==> config.mk <==
export PLATFORM = sky130hd
export DESIGN_NAME = eeaddr_counter
export DESIGN_NICKNAME = d
export VERILOG_FILES = /design/src/rtl/eeaddr_pkg.sv /design/src/rtl/eeaddr_load.sv /design/src/rtl/eeaddr_step.sv /design/src/rtl/eeaddr_counter.sv
export SDC_FILE = /design/constraint.sdc
export NUM_CORES = 1
export LEC_CHECK = 0
export ABC_CLOCK_PERIOD_IN_PS = 1520
export BUFFER_PORTS_ARGS = -buffer_cell sky130_fd_sc_hd__buf_2
export CAP_MARGIN = 10
export CORE_UTILIZATION = 40
export CTS_BUF_LIST = sky130_fd_sc_hd__clkbuf_4
export DETAILED_ROUTE_END_ITERATION = 10
export GPL_ROUTABILITY_DRIVEN = 0
export PLACE_DENSITY = 0.65
export SYNTH_ARGS = -nofsm -noshare
export SYNTH_HDL_FRONTEND = slang
export SYNTH_SLANG_ARGS = --single-unit
==> constraint.sdc <==
create_clock -name clk -period 1.52 [get_ports clk]
set_input_delay 0.076 -clock clk [delete_from_list [all_inputs] [get_ports clk]]
set_output_delay 0.076 -clock clk [all_outputs]
set_load 0.01 [all_outputs]
==> src/rtl/eeaddr_pkg.sv <==
package eeaddr_pkg;
  typedef enum logic {
    STEP_PAGE   = 1'b0,
    STEP_LINEAR = 1'b1
  } step_mode_e;
endpackage

==> src/rtl/eeaddr_load.sv <==
module eeaddr_load #(
  parameter int ADDR_W       = 17,
  parameter int BYTE_W       = 8,
  parameter int PAGE_BIT_POS = 1
) (
  input  logic [ADDR_W-1:0] cur_addr,
  input  logic              ld_page,
  input  logic              ld_hi,
  input  logic              ld_lo,
  input  logic [BYTE_W-1:0] ld_byte,
  output logic [ADDR_W-1:0] nxt_addr,
  output logic              any_load
);
  localparam int HI_LSB = BYTE_W;
  localparam int PG_LSB = 2 * BYTE_W;
  localparam int PAGE_W = ADDR_W - PG_LSB;

  always_comb begin
    nxt_addr = cur_addr;
    if (ld_page) nxt_addr[PG_LSB +: PAGE_W] = ld_byte[PAGE_BIT_POS +: PAGE_W];
    if (ld_hi)   nxt_addr[HI_LSB +: BYTE_W] = ld_byte;
    if (ld_lo)   nxt_addr[0 +: BYTE_W]      = ld_byte;
    any_load = ld_page | ld_hi | ld_lo;
  end
endmodule

==> src/rtl/eeaddr_step.sv <==
module eeaddr_step
  import eeaddr_pkg::*;
#(
  parameter int ADDR_W = 17,
  parameter int OFS_W  = 8
) (
  input  logic [ADDR_W-1:0] cur_addr,
  input  step_mode_e        mode,
  output logic [ADDR_W-1:0] nxt_addr
);
  logic [OFS_W-1:0]  ofs_inc;
  logic [ADDR_W-1:0] page_nxt;
  logic [ADDR_W-1:0] lin_nxt;

  always_comb begin
    ofs_inc  = cur_addr[OFS_W-1:0] + OFS_W'(1);
    page_nxt = {cur_addr[ADDR_W-1:OFS_W], ofs_inc};
    lin_nxt  = cur_addr + ADDR_W'(1);
    nxt_addr = (mode == STEP_LINEAR) ? lin_nxt : page_nxt;
  end
endmodule

==> src/rtl/eeaddr_counter.sv <==
module eeaddr_counter
  import eeaddr_pkg::*;
#(
  parameter int ADDR_W       = 17,
  parameter int BYTE_W       = 8,
  parameter int PAGE_BIT_POS = 1
) (
  input  logic              clk,
  input  logic              rst_n,
  input  logic              ld_page_i,
  input  logic              ld_hi_i,
  input  logic              ld_lo_i,
  input  logic [BYTE_W-1:0] ld_byte_i,
  input  logic              rd_mode_i,
  input  logic              step_i,
  output logic [ADDR_W-1:0] addr_o
);
  logic [ADDR_W-1:0] addr_q;
  logic [ADDR_W-1:0] load_nxt;
  logic [ADDR_W-1:0] step_nxt;
  logic              any_load;
  step_mode_e        mode_q;

  eeaddr_load #(
    .ADDR_W(ADDR_W), .BYTE_W(BYTE_W), .PAGE_BIT_POS(PAGE_BIT_POS)
  ) u_load (
    .cur_addr(addr_q), .ld_page(ld_page_i), .ld_hi(ld_hi_i), .ld_lo(ld_lo_i),
    .ld_byte(ld_byte_i), .nxt_addr(load_nxt), .any_load(any_load)
  );

  eeaddr_step #(
    .ADDR_W(ADDR_W), .OFS_W(BYTE_W)
  ) u_step (
    .cur_addr(addr_q), .mode(mode_q), .nxt_addr(step_nxt)
  );

  always_ff @(posedge clk or negedge rst_n) begin
    if (!rst_n) begin
      addr_q <= '0;
      mode_q <= STEP_PAGE;
    end else begin
      if (any_load)    addr_q <= load_nxt;
      else if (step_i) addr_q <= step_nxt;
      if (ld_page_i)   mode_q <= rd_mode_i ? STEP_LINEAR : STEP_PAGE;
    end
  end

  assign addr_o = addr_q;
endmodule

==> summary.md <==
| Metric | Value |
|---|---|
| Final max-slew violation count | 0 |
| Final cycle utilization of the critical path | 97.5% |
| Final nets | 209 |
| Die W | 56.3 um |
| Syn avg cell area | 8.54 sq um |
| Clock sinks | 18 |
| Hold endpoint | addr_o[0] |
| Wl on met1 | 1.59 mm |
| Reg clk slew, reported paths | 0.11 ns |
| Clock group share of total power | 21.7% |
| Status | finished clean |
| CP endpoint kind | flop |
| Pin count of the biggest net entering global routing | 19 |
| Predominant post-synthesis flop cell | dfrtp_1 |
| Worst setup margin | 0.0382 ns |
| Synthesis Warnings | 0 |
| Top layer in use | met4 |
| Via density | 5.99 |
| Final setup fails | 0 |
| Required @ worst endpoint | 1.71 ns |
| DRT antenna net count | 0 |
| Post-layout min period | 1.48 ns |
| Worst hold slack | 0.0106 ns |
| Mapped cell area | 0.00118 sq mm |
| Crit path cell chain | ha_2 -> nand3_4 -> buf_4 -> nor2_2 -> o21ai_0 -> o2bb2ai_1 |
| Worst Reg-to-Reg Cells | 6 |
| Cell Pwr Density | 781 mW/mm^2 |
| CP startpoint kind | flop |
| Async SR Flop Fraction | 100% |
| First-pass GRT wire length | 5.77 mm |
| Crit path max-delay family | flip-flops |
| Net Switching | 0.452 mW |
| Worst-margin pin slew | 0.425 ns |
| Max-cap viol count | 0 |
| RSZ-0062 raised after global routing | true |
| Io pins | 32 |
| Total CTS buffers | 3 |
| Vias in the first global route | 1215 |
| Gate power share | 32.2% |
| Starting DRC count in detailed routing | 67 |
| Crit path depth | 6 |
| Main area contributors after synthesis | dfrtp_1 (38%), a21oi_1 (4.7%), nand3_1 (4.2%), nand2_1 (4.1%), o21ai_0 (3.8%) |
| Hold wc startpoint | ld_byte_i[0] |
| WL per Instance | 17.4 um |
| Initial core utilization | 42.4% |
| Slowest stage cell, crit path | dfrtp_1 |
| Metal2 WL | 1.97 mm |
| Synth top area share | 38.2% |
| Crit path DAT | 1.68 ns |
| Hpwl dp | 2.55 mm |
| CTS root buffer | clkbuf_4 |
| IO buf count | 31 |
| VDD IR max | 0.000580 V |
| Seq/Total Area, Yosys | 38.2% |
| DRC | 0 |
| CTS tree | yes |
| Yosys cell types | 47 |
| Post-synthesis cell count | 138 |
| Worst hold path class | in -> reg |
| Gr usage total | 23.6% |
| Die ar. | 0.00317 sq mm |
| Final Hold Violating Endpoints | 0 |
| Seq pwr share | 46.1% |
| Worst-case clock buffer depth | 2 |
| CP max stage delay | 0.41 ns |
| Worst Hold Depth | 3 |
| Grt ovf | 0 |
| Layout cells sized above 1 | 41.1% |
| #FFs+latches synth | 18 |
| FMAX | 675 MHz |
| Post-synth net total | 154 |
| Setup WS pre-CTS | -0.0358 ns |
| Yosys top cell by area | dfrtp_1 |
| Setup slack, reg-to-reg | 0.04 ns |
| DRT Wirelength | 3.89 mm |
| Sw frac | 34.8% |
| Worst-skew pair later-pin latency | 0.30 ns |
| TNS Setup | 0 ns |
| P_leak | 0.706 nW |
| Metal3 WL | 245 um |
| Worst clock skew | 0.000868 ns |
| Reg2Reg Capture Point | addr_o[8] |
| Core Area | 0.00278 sq mm |
| RR Startpoint | addr_o[1] |
| Height of the die | 56.3 um |
| Slew HR | 71.6% |
| Vias post-DR | 1336 |
| Crit path buf inv count | 1 |
| Initial antenna violation count | 0 |
| Post-synth EDFFs | 0 |
| Ant. Diodes | 0 |
| Drt pass-1 iters | 4 |
| Area Growth Syn to Fin | 41.0% |
| Worst Path Max Fanout | 4 |
| Critical path class | reg -> reg |
| H-Tree Depth | 1 |
| Cell row count | 19 |
| Internal power | 0.846 mW |
-- what timing repair did --
action | in CTS | in global routing
pin swaps | 0 | 10
endpoints found under the hold margin | 18 | 1
resized for setup | 3 | 14
setup endpoints to repair | 6 | 9
setup buffers | 2 | 5
hold buffers | 1 | 1
-- cell usage after synthesis, types with 2 or more instances --
library cell	instances
nor3b_1	2
o2bb2ai_1	2
nor4_1	2
inv_1	5
nand2_1	13
a22oi_1	2
nor4_2	2
a21oi_1	11
and3_1	2
o21ai_0	9
nand4_1	4
a31oi_1	4
and2_1	2
buf_2	3
or3_1	2
o22ai_1	2
nand3b_1	2
nor3_1	6
dfrtp_1	18
nand3_1	10
nor2_1	9
-- cells by family (layout without fill, tap and decap cells) --
logic type                 count (synthesis)  in the layout  synth area share (%)
AOI/OAI and AO/OA                         40             40                  21.9
xor gates and xnor gates                   2              2                  1.49
adders and majority gates                  1              1                  1.06
buffers and inverters                     11             65                  4.25
DFF                                       18             18                  38.2
muxes                                      2              2                  1.80
and+or+nand+nor                           64             64                  31.3
-- worst register-to-register path, cell delays in order (launching register included) --
cell and delay [ns]:
dfrtp_1 0.41, ha_2 0.23, nand3_4 0.12, buf_4 0.17
nor2_2 0.16, o21ai_0 0.13, o2bb2ai_1 0.15
-- state kept, by name, summed over array words and instances (netlist names) --
signal  flops
addr_o     17
mode_q      1
-- worst max-delay path by stage --
| stage | endpoint | from | slack [ns] |
|---|---|---|---|
| 6_report | addr_o[8] | addr_o[1] | 0.04 |
| 2_1_floorplan | addr_o[13] | addr_o[6] | 0.03 |
| 4_1_cts | addr_o[14] | addr_o[1] | 0.006 |
| 5_1_grt | addr_o[14] | addr_o[1] | -0.02 |
| 3_3_place_gp | addr_o[13] | addr_o[1] | 0.009 |
| 3_5_place_dp | addr_o[13] | addr_o[1] | -0.04 |
-- through the flow --
| step | instance area, sq um | utilization (%) | cells | power, mW |
|---|---|---|---|---|
| detailed placement | 1460 | 52.6 | 210 | 0.960 |
| global route | 1660 | 59.7 | 223 | 1.37 |
| CTS | 1540 | 55.2 | 217 | 1.25 |
| global placement | 1460 | 52.6 | 210 | 0.951 |
| finish | 1660 | 59.7 | 223 | 1.30 |
| floorplan | 1180 | - | 138 | 0.777 |
-- cell type report --
cell class / instances / area [sq um]
Timing Repair Buffer: 56 / 352
Sequential cell: 18 / 455
Multi-Input combinational cell: 109 / 767
Fill cell: 239 / 1120
Clock buffer: 4 / 30.0
Tap cell: 31 / 38.8
Inverter: 5 / 18.8
-- power groups by stage --
stage,Combinational (mW),Sequential [mW],Clock (mW)
2_1_floorplan,0.146,0.631,0
3_5_place_dp,0.357,0.602,0
5_1_grt,0.454,0.605,0.306
6_report,0.418,0.598,0.281
4_1_cts,0.379,0.590,0.284
3_3_place_gp,0.352,0.599,0
-- placed cells by master, fill, tap and decap left out, types with 2 or more instances in the layout --
| cell | n |
|---|---|
| buf_4 | 22 |
| nand3b_1 | 2 |
| nand3_1 | 9 |
| dfrtp_1 | 14 |
| a21oi_1 | 11 |
| inv_1 | 5 |
| or3_1 | 2 |
| nor2_1 | 8 |
| nor4_2 | 2 |
| nor4_4 | 2 |
| nor3b_1 | 2 |
| and2_1 | 2 |
| nor3_2 | 3 |
| nor3_1 | 3 |
| a31oi_1 | 4 |
| buf_2 | 31 |
| o21ai_0 | 9 |
| nand4_1 | 4 |
| dlygate4sd3_1 | 2 |
| and3_1 | 2 |
| o2bb2ai_1 | 2 |
| a22oi_1 | 2 |
| clkbuf_4 | 4 |
| nand2_1 | 13 |
| o22ai_1 | 2 |
| dfrtp_2 | 4 |
-- layer usage --
layer	vias to the layer above	track usage, %
li1	634	-
met3	8	4.61
met2	66	38.3
met1	628	32.8
met5	-	0
met4	0	4.88
(Power assumes the default switching activity.)
